## src/rtl/bl_pwm_pkg.sv

```systemverilog
package bl_pwm_pkg;
  parameter int unsigned DATA_W   = 32;
  parameter int unsigned ADDR_W   = 4;
  parameter int unsigned PRESC_W  = 10;
  parameter int unsigned PERIOD_W = 12;
  parameter int unsigned HIGH_W   = 13;

  parameter int unsigned PRESC_LSB  = 16;
  parameter int unsigned PERIOD_LSB = 0;
  parameter int unsigned HIGH_LSB   = 16;

  parameter int unsigned EN_BIT  = 0;
  parameter int unsigned BYP_BIT = 1;
  parameter int unsigned CMT_BIT = 2;

  localparam logic [ADDR_W-1:0] ADDR_CTRL  = ADDR_W'(0);
  localparam logic [ADDR_W-1:0] ADDR_PRESC = ADDR_W'(1);
  localparam logic [ADDR_W-1:0] ADDR_TIME  = ADDR_W'(2);

  typedef struct packed {
    logic [PRESC_W-1:0]  presc;
    logic [PERIOD_W-1:0] period;
    logic [HIGH_W-1:0]   high;
  } cfg_t;
endpackage

```

## src/rtl/bl_pwm_rst_sync.sv

```systemverilog
module bl_pwm_rst_sync #(
  parameter int unsigned STAGES = 2
) (
  input  logic clk,
  input  logic rst_n_a,
  output logic rst_n_s
);
  logic [STAGES-1:0] sync_q;

  always_ff @(posedge clk or negedge rst_n_a) begin
    if (!rst_n_a) begin
      sync_q <= '0;
    end else begin
      sync_q <= {sync_q[STAGES-2:0], 1'b1};
    end
  end

  assign rst_n_s = sync_q[STAGES-1];
endmodule

```

## src/rtl/bl_pwm_regs.sv

```systemverilog
module bl_pwm_regs
  import bl_pwm_pkg::*;
(
  input  logic              clk,
  input  logic              rst_n,
  input  logic              we,
  input  logic [ADDR_W-1:0] addr,
  input  logic [DATA_W-1:0] wdata,
  output logic [DATA_W-1:0] rdata,
  output logic              run_en,
  output logic              bypass,
  output cfg_t              shadow,
  output logic              commit_evt
);
  logic wr_ctrl, wr_presc, wr_time;
  logic en_q, byp_q, cmt_q, evt_q;
  logic en_nxt, byp_nxt, cmt_nxt, evt_nxt;
  logic [PRESC_W-1:0]  presc_q, presc_nxt;
  logic [PERIOD_W-1:0] period_q, period_nxt;
  logic [HIGH_W-1:0]   high_q, high_nxt;

  // write decode and next-state values
  always_comb begin
    wr_ctrl    = we && (addr == ADDR_CTRL);
    wr_presc   = we && (addr == ADDR_PRESC);
    wr_time    = we && (addr == ADDR_TIME);
    en_nxt     = wdata[EN_BIT];
    byp_nxt    = wdata[BYP_BIT];
    cmt_nxt    = wdata[CMT_BIT];
    presc_nxt  = wdata[PRESC_LSB +: PRESC_W];
    period_nxt = wdata[PERIOD_LSB +: PERIOD_W];
    high_nxt   = wdata[HIGH_LSB +: HIGH_W];
    // commit fires when the stored bit goes from one to zero
    evt_nxt    = wr_ctrl && !wdata[CMT_BIT] && cmt_q;
  end

  always_ff @(posedge clk or negedge rst_n) begin
    if (!rst_n) begin
      en_q  <= 1'b0;
      byp_q <= 1'b0;
      cmt_q <= 1'b0;
    end else if (wr_ctrl) begin
      en_q  <= en_nxt;
      byp_q <= byp_nxt;
      cmt_q <= cmt_nxt;
    end
  end

  always_ff @(posedge clk or negedge rst_n) begin
    if (!rst_n) begin
      presc_q <= '0;
    end else if (wr_presc) begin
      presc_q <= presc_nxt;
    end
  end

  always_ff @(posedge clk or negedge rst_n) begin
    if (!rst_n) begin
      period_q <= '0;
      high_q   <= '0;
    end else if (wr_time) begin
      period_q <= period_nxt;
      high_q   <= high_nxt;
    end
  end

  always_ff @(posedge clk or negedge rst_n) begin
    if (!rst_n) begin
      evt_q <= 1'b0;
    end else begin
      evt_q <= evt_nxt;
    end
  end

  // read-back of shadow values, unused bits zero
  always_comb begin
    rdata = '0;
    unique case (addr)
      ADDR_CTRL: begin
        rdata[EN_BIT]  = en_q;
        rdata[BYP_BIT] = byp_q;
        rdata[CMT_BIT] = cmt_q;
      end
      ADDR_PRESC: rdata[PRESC_LSB +: PRESC_W] = presc_q;
      ADDR_TIME: begin
        rdata[PERIOD_LSB +: PERIOD_W] = period_q;
        rdata[HIGH_LSB +: HIGH_W]     = high_q;
      end
      default: rdata = '0;
    endcase
  end

  assign run_en        = en_q;
  assign bypass        = byp_q;
  assign shadow.presc  = presc_q;
  assign shadow.period = period_q;
  assign shadow.high   = high_q;
  assign commit_evt    = evt_q;
endmodule

```

## src/rtl/bl_pwm_load.sv

```systemverilog
module bl_pwm_load
  import bl_pwm_pkg::*;
(
  input  logic clk,
  input  logic rst_n,
  input  cfg_t shadow,
  input  logic commit_evt,
  input  logic bypass,
  input  logic bound,
  output cfg_t work
);
  logic pend_q, pend_nxt, load;
  cfg_t work_q;

  always_comb begin
    load     = bound && (pend_q || bypass);
    pend_nxt = commit_evt || (pend_q && !load);
  end

  always_ff @(posedge clk or negedge rst_n) begin
    if (!rst_n) begin
      pend_q <= 1'b0;
    end else begin
      pend_q <= pend_nxt;
    end
  end

  always_ff @(posedge clk or negedge rst_n) begin
    if (!rst_n) begin
      work_q <= '0;
    end else if (load) begin
      work_q <= shadow;
    end
  end

  assign work = work_q;
endmodule

```

## src/rtl/bl_pwm_core.sv

```systemverilog
module bl_pwm_core
  import bl_pwm_pkg::*;
(
  input  logic                clk,
  input  logic                rst_n,
  input  logic                run_en,
  input  cfg_t                work,
  output logic                pwm,
  output logic                bound,
  output logic [PRESC_W-1:0]  pre_cnt,
  output logic [PERIOD_W-1:0] cyc_cnt
);
  logic [PRESC_W-1:0]  pre_q, pre_nxt;
  logic [PERIOD_W-1:0] cyc_q, cyc_nxt;
  logic tick_end, cyc_end;

  always_comb begin
    tick_end = (pre_q == work.presc);
    cyc_end  = tick_end && (cyc_q == work.period);
    if (!run_en || tick_end) begin
      pre_nxt = '0;
    end else begin
      pre_nxt = pre_q + 1'b1;
    end
    if (!run_en || cyc_end) begin
      cyc_nxt = '0;
    end else if (tick_end) begin
      cyc_nxt = cyc_q + 1'b1;
    end else begin
      cyc_nxt = cyc_q;
    end
  end

  always_ff @(posedge clk or negedge rst_n) begin
    if (!rst_n) begin
      pre_q <= '0;
      cyc_q <= '0;
    end else begin
      pre_q <= pre_nxt;
      cyc_q <= cyc_nxt;
    end
  end

  assign bound   = !run_en || cyc_end;
  assign pwm     = run_en && (HIGH_W'(cyc_q) < work.high);
  assign pre_cnt = pre_q;
  assign cyc_cnt = cyc_q;
endmodule

```

## src/rtl/bl_pwm_top.sv

```systemverilog
module bl_pwm_top
  import bl_pwm_pkg::*;
(
  input  logic              clk,
  input  logic              rst_n,
  input  logic              reg_we,
  input  logic [ADDR_W-1:0] reg_addr,
  input  logic [DATA_W-1:0] reg_wdata,
  output logic [DATA_W-1:0] reg_rdata,
  output logic              pwm_o
);
  logic rst_n_s, run_en, bypass, commit_evt, bound;
  cfg_t shadow_cfg, work_cfg;
  logic [PRESC_W-1:0]  pre_cnt;
  logic [PERIOD_W-1:0] cyc_cnt;

  bl_pwm_rst_sync #(.STAGES(2)) u_rst (
    .clk(clk), .rst_n_a(rst_n), .rst_n_s(rst_n_s)
  );

  bl_pwm_regs u_regs (
    .clk(clk), .rst_n(rst_n_s), .we(reg_we), .addr(reg_addr),
    .wdata(reg_wdata), .rdata(reg_rdata), .run_en(run_en),
    .bypass(bypass), .shadow(shadow_cfg), .commit_evt(commit_evt)
  );

  bl_pwm_load u_load (
    .clk(clk), .rst_n(rst_n_s), .shadow(shadow_cfg),
    .commit_evt(commit_evt), .bypass(bypass), .bound(bound),
    .work(work_cfg)
  );

  bl_pwm_core u_core (
    .clk(clk), .rst_n(rst_n_s), .run_en(run_en), .work(work_cfg),
    .pwm(pwm_o), .bound(bound), .pre_cnt(pre_cnt), .cyc_cnt(cyc_cnt)
  );
endmodule

```

## config.mk

```make
export PLATFORM = sky130hd
export DESIGN_NAME = bl_pwm_top
export DESIGN_NICKNAME = d
export VERILOG_FILES = /design/src/rtl/bl_pwm_pkg.sv /design/src/rtl/bl_pwm_rst_sync.sv /design/src/rtl/bl_pwm_regs.sv /design/src/rtl/bl_pwm_load.sv /design/src/rtl/bl_pwm_core.sv /design/src/rtl/bl_pwm_top.sv
export SDC_FILE = /design/constraint.sdc
export NUM_CORES = 1
export LEC_CHECK = 0
export BUFFER_PORTS_ARGS = -buffer_cell sky130_fd_sc_hd__buf_2
export CAP_MARGIN = 20
export CORE_ASPECT_RATIO = 0.9
export CORE_UTILIZATION = 60
export DETAILED_ROUTE_END_ITERATION = 16
export PLACE_DENSITY = 0.83
export SYNTH_ARGS = -nofsm -noshare
export SYNTH_HDL_FRONTEND = slang
export SYNTH_SLANG_ARGS = --single-unit
```

## constraint.sdc

```tcl
create_clock -name clk -period 7.2 [get_ports clk]
set_input_delay 1.08 -clock clk [delete_from_list [all_inputs] [get_ports clk]]
set_output_delay 1.08 -clock clk [all_outputs]
set_load 0.01 [all_outputs]
```

==> flow_metrics.tcl, run 1 <==
set metrics [dict create \
    layout_commonest_cell "dfrtp_1" \
    drc_errors 0 \
    post_cts_buffers 0 \
    cp-start-kind "input pin" \
    postCtsHoldBufs 0 \
    postRouteAntennaNets 0 \
    yosysTopAreaCell "dfrtp_1" \
    initial_core_util_pct 62.2 \
    setup.worst_path.end_class "primary output" \
    yosys_most_used_dff "dfrtp_1" \
    max-clock-path-buffers 2 \
    cts_max_level 3 \
    first_pass_iters 5 \
    cp.required_ps 6120 \
    nets 582 \
    place_hpwl_um 7780 \
    first_iter_violations 314 \
    layout_common_cells "dfrtp_1 (98), buf_2 (57), inv_1 (49)" \
    ys_warn_count 0 \
    crit_type "in2out" \
    p_leak_uw 0.00287 \
    vias 3946 \
    pre_cts_slack_ps 3660 \
    path_clk_slew_ps 100 \
    numCtsBuffers 9 \
    postSynthCellCount 484 \
    fin_crit_ps 3450 \
    synth.distinct_cells 52 \
    powerDensity_nw_per_um2 289 \
    rsz0062_at_grt "false" \
    drive_above_1_share_pct 29.7 \
    tightest_slew_ps 911 \
    ys_ff_latch 99 \
    cts_tree "built" \
    grt_max_degree 74 \
    cts_root_buffer "clkbuf_8" \
    row_count 32 \
    slew_headroom_pct 39.2 \
    hp-class "reg2async" \
    drv_slew 0 \
    setup_ws_ps 3750 \
    clk_latency_ps 370 \
    fmax_ghz 0.290 \
    die_y_um 91.6 \
    io_buffers 57 \
    antenna_found_initial 0 \
    cp_max_fo 14 \
    setup_tns_ps 0 \
    dieArea_um2 9300 \
    drv_cap 0 \
    grt_pass1_wl_um 19400 \
    synth_edf_count 0 \
    cts_resized 0 \
    track_usage_pct 27.2 \
    viasPerCell 6.03 \
    hold_slack_ps 226 \
    ir_worst_vdd_v 0.000180 \
    synth_top_area_share_pct 46.3 \
    grt_pass1_vias 3869 \
    post_drt_wl_per_cell_um 17.3 \
    avgSynthCellArea_um2 11.1 \
    antennaDiodeCount 0 \
    setup_violations 0 \
    syn-cell-area_um2 5350 \
    ios 72 \
    synth_top_cells_by_area "dfrtp_1 (46%), mux2_2 (8.0%), o211ai_2 (7.0%)" \
    die_w_um 102 \
    area_growth_syn_to_layout_pct 10.3 \
    async_flop_share_pct 100 \
    arrival_ps 2370 \
    core_area_um2 8610 \
    overflow 0 \
    finalCritPeriodShare_pct 47.9 \
    status "finished clean" \
    yosysSeqAreaShare_pct 46.3 \
    hold_viol 0 \
    cts_sinks 99 \
    worst_clock_skew_ps 11.3 \
    gp_congestion 0.886 \
    final.fill_count 623 \
    routed_wl_um 11300 \
]
## synthesized netlist by cell type, types with 7 or more instances
cell	instances
a22o_1	10
and3_1	23
buf_2	7
buf_4	10
clkbuf_1	16
dfrtp_1	99
ha_1	13
inv_1	49
mux2_2	38
nand2_1	14
nand3_1	14
nor2_1	17
o211ai_1	7
o211ai_2	30
o31ai_1	36
xnor2_1	11
xor2_1	19
## logic make-up (layout without fill, tap and decap cells)
logic type      Yosys count  after routing  synth area share (%)
other cells               2              8                 0.140
flops                    99             99                  46.3
simple gates             95             95                  9.98
mux                      41             41                  8.56
buf+inv                  86            131                  7.46
fa+ha+maj                13             13                  3.04
xor+xnor                 30             30                  4.91
compound gates          118            118                  19.6
## stage by stage
step                util, %  cells  power, uW  cell area [um2]
floorplan                 -    490       1230             5370
global placement       65.9    636       1340             5670
detailed placement     66.0    637       1370             5680
CTS                    68.3    653       1710             5880
global route           68.6    654       1820             5900
finish                 68.6    654       1710             5900
## power by group
group | total (uW) | leakage (uW) | switching, uW | internal (uW)
combinational | 510 | 0.00150 | 278 | 231
sequential | 848 | 0.00127 | 143 | 705
clock | 347 | 0.000100 | 212 | 135
## state kept, by name, indices dropped and copies added (netlist names)
register           flops
u_core.cyc_cnt        12
u_core.pre_cnt        10
u_load.pend_q          1
u_load.work           35
u_regs.bypass          1
u_regs.cmt_q           1
u_regs.commit_evt      1
u_regs.high_q         13
u_regs.period_q       12
u_regs.presc_q        10
u_regs.run_en          1
u_rst.sync_q           2
## area by class of cell
class / instances / area, um2 / share of cell area [%]
tap: 119 / 149 / 2.52
inverter: 49 / 184 / 3.12
multi-input combinational: 305 / 2520 / 42.7
sequential: 99 / 2480 / 42.0
clock buffer: 9 / 124 / 2.10
timing repair buffer: 66 / 373 / 6.32
clock inverter: 7 / 70.1 / 1.19
## critical path: stages
cell    delay (ps)
buf_2          110
nor3_1         180
buf_4          210
and2_1         450
a22o_1         210
buf_2          130
## final timing paths
path,slack (ps),to,depth (start not counted),startpoint
setup / recovery,3750,reg_rdata[19],6,reg_addr[0]
hold / removal,230,u_regs.high_q[3],0,u_rst.sync_q[1]
setup reg to reg,4650,u_core.cyc_cnt[11],6,u_core.cyc_cnt[2]
hold reg to reg,230,u_regs.high_q[3],0,u_rst.sync_q[1]
max in group asynchronous,5760,u_load.work[14],1,u_rst.sync_q[1]
min in group clk,370,u_rst.sync_q[1],0,u_rst.sync_q[0]
## metal layers
layer  vias to the layer above  track usage (%)  wire (um)
met5                         -                0          0
met4                         0             8.82        197
met3                        21             5.62        600
met2                       135             42.3       5460
met1                      1942             38.0       5030
li1                       1848                -          -
Power figures use the tool's default switching activity.
==> run 2, diff against run 1 <==
--- a/config.mk
+++ b/config.mk
@@ -8,9 +8,9 @@
 export BUFFER_PORTS_ARGS = -buffer_cell sky130_fd_sc_hd__buf_2
 export CAP_MARGIN = 20
 export CORE_ASPECT_RATIO = 0.9
-export CORE_UTILIZATION = 60
+export CORE_UTILIZATION = 58
 export DETAILED_ROUTE_END_ITERATION = 16
-export PLACE_DENSITY = 0.83
+export PLACE_DENSITY = 0.8
 export SYNTH_ARGS = -nofsm -noshare
 export SYNTH_HDL_FRONTEND = slang
 export SYNTH_SLANG_ARGS = --single-unit
==> constraint.sdc (replaced) <==
create_clock -name clk -period 3.3 [get_ports clk]
set_input_delay 0.495 -clock clk [delete_from_list [all_inputs] [get_ports clk]]
set_output_delay 0.495 -clock clk [all_outputs]
set_load 0.01 [all_outputs]
==> flow_metrics.tcl, run 2 (synthesis results as in run 1) <==
set metrics [dict create \
    cts_max_level 3 \
    layout_common_cells "dfrtp_1 (98), buf_2 (57), inv_1 (49)" \
    slowest_delay_ps 530 \
    clk_latency_ps 380 \
    drv_cap 0 \
    place_hpwl_um 8030 \
    routed_wl_um 11800 \
    worst_clock_skew_ps 15.0 \
    drc_errors 0 \
    io_buffers 57 \
    slew_headroom_pct 34.6 \
    dieArea_um2 9620 \
    drv_slew 0 \
    cp-start-kind "flop" \
    die_y_um 93.1 \
    max-clock-path-buffers 2 \
    postRouteAntennaNets 0 \
    pre_cts_slack_ps 775 \
    cp_max_fo 10 \
    crit_type "reg2out" \
    crit_buf_inv 1 \
    drive_above_1_share_pct 29.9 \
    nets 586 \
    antennaDiodeCount 0 \
    vias 4036 \
    path_clk_slew_ps 100 \
    grt_max_degree 77 \
    post_drt_wl_per_cell_um 17.9 \
    arrival_ps 2180 \
    grt_pass1_vias 4004 \
    hold_viol 0 \
    cts_root_buffer "clkbuf_8" \
    setup_ws_ps 623 \
    track_usage_pct 27.4 \
    area_growth_syn_to_layout_pct 10.5 \
    power.total_uw 3740 \
    setup_tns_ps 0 \
    die_w_um 103 \
    first_iter_violations 197 \
    cts_tree "built" \
    ir_worst_vdd_v 0.000334 \
    cp_common_cell "a21oi_1" \
    hp-class "in2reg" \
    setup.worst_path.end_class "primary output" \
    setup_violations 0 \
    ios 72 \
    first_pass_iters 4 \
    slowest_stage "dfrtp_1" \
    antenna_found_initial 0 \
    grt_pass1_wl_um 20000 \
    rsz0062_at_grt "false" \
    crit_chain "ha_1 > and4_1 > a21oi_1 > o211ai_1 > a21oi_1 > buf_2" \
    row_count 32 \
    largest_register_ffs 35 \
    hold_slack_ps 291 \
    powerDensity_nw_per_um2 632 \
    core_area_um2 8770 \
    layout_commonest_cell "dfrtp_1" \
    fin_crit_ps 2680 \
    overflow 0 \
    finalCritPeriodShare_pct 81.1 \
    initial_core_util_pct 61.0 \
    status "finished clean" \
    numCtsBuffers 9 \
    cts_sinks 99 \
    p_leak_uw 0.00287 \
    tightest_slew_ps 982 \
    path_delay_family "compound AO/OA/AOI/OAI gates" \
    gp_congestion 0.861 \
    cp.required_ps 2800 \
    fmax_ghz 0.374 \
    viasPerCell 6.13 \
]
run 2: layout make-up:
type / instances / area, um2
Sequential cell: 99 / 2480
Fill cell: 647 / 2860
Multi-Input combinational cell: 305 / 2520
Timing Repair Buffer: 70 / 385
Tap cell: 119 / 149
Inverter: 49 / 184
Clock buffer: 10 / 128
Clock inverter: 6 / 62.6
run 2: final timing paths:
check / slack (ps) / to / cells past startpoint / start
max: 620 / pwm_o / 6 / u_core.cyc_cnt[6]
min: 290 / u_regs.commit_evt / 2 / reg_wdata[2]
max reg2reg: 1040 / u_load.work[6] / 6 / u_core.pre_cnt[1]
min reg2reg: 370 / u_rst.sync_q[1] / 0 / u_rst.sync_q[0]
max in group asynchronous: 2030 / u_regs.period_q[8] / 1 / u_rst.sync_q[1]
min in group asynchronous: 420 / u_rst.sync_q[1] / 2 / rst_n
run 2: what timing repair did:
item	in CTS	in global routing
setup buffers	0	0
gates resized for setup	0	0
hold buffers	1	0
hold endpoints to repair	2	0
run 2: per-stage QoR:
stage | instances | area, um2 | util, %
after detailed placement | 641 | 5710 | 65.1
after CTS | 658 | 5910 | 67.4
after global routing | 658 | 5910 | 67.4
after floorplan | 490 | 5370 | -
final | 658 | 5910 | 67.4
after global placement | 641 | 5710 | 65.1
run 2: power breakdown:
group / internal (uW) / switching [uW] / total [uW]
combinational: 511 / 627 / 1140
sequential: 1540 / 316 / 1850
clock: 293 / 454 / 746
run 2: routing by layer:
layer,vias up,share of wire (%),track usage [%]
met5,-,0,0
met4,0,2.4,10.9
met3,24,6.2,4.78
met2,153,48,42.3
met1,2005,44,38.6
li1,1854,-,-
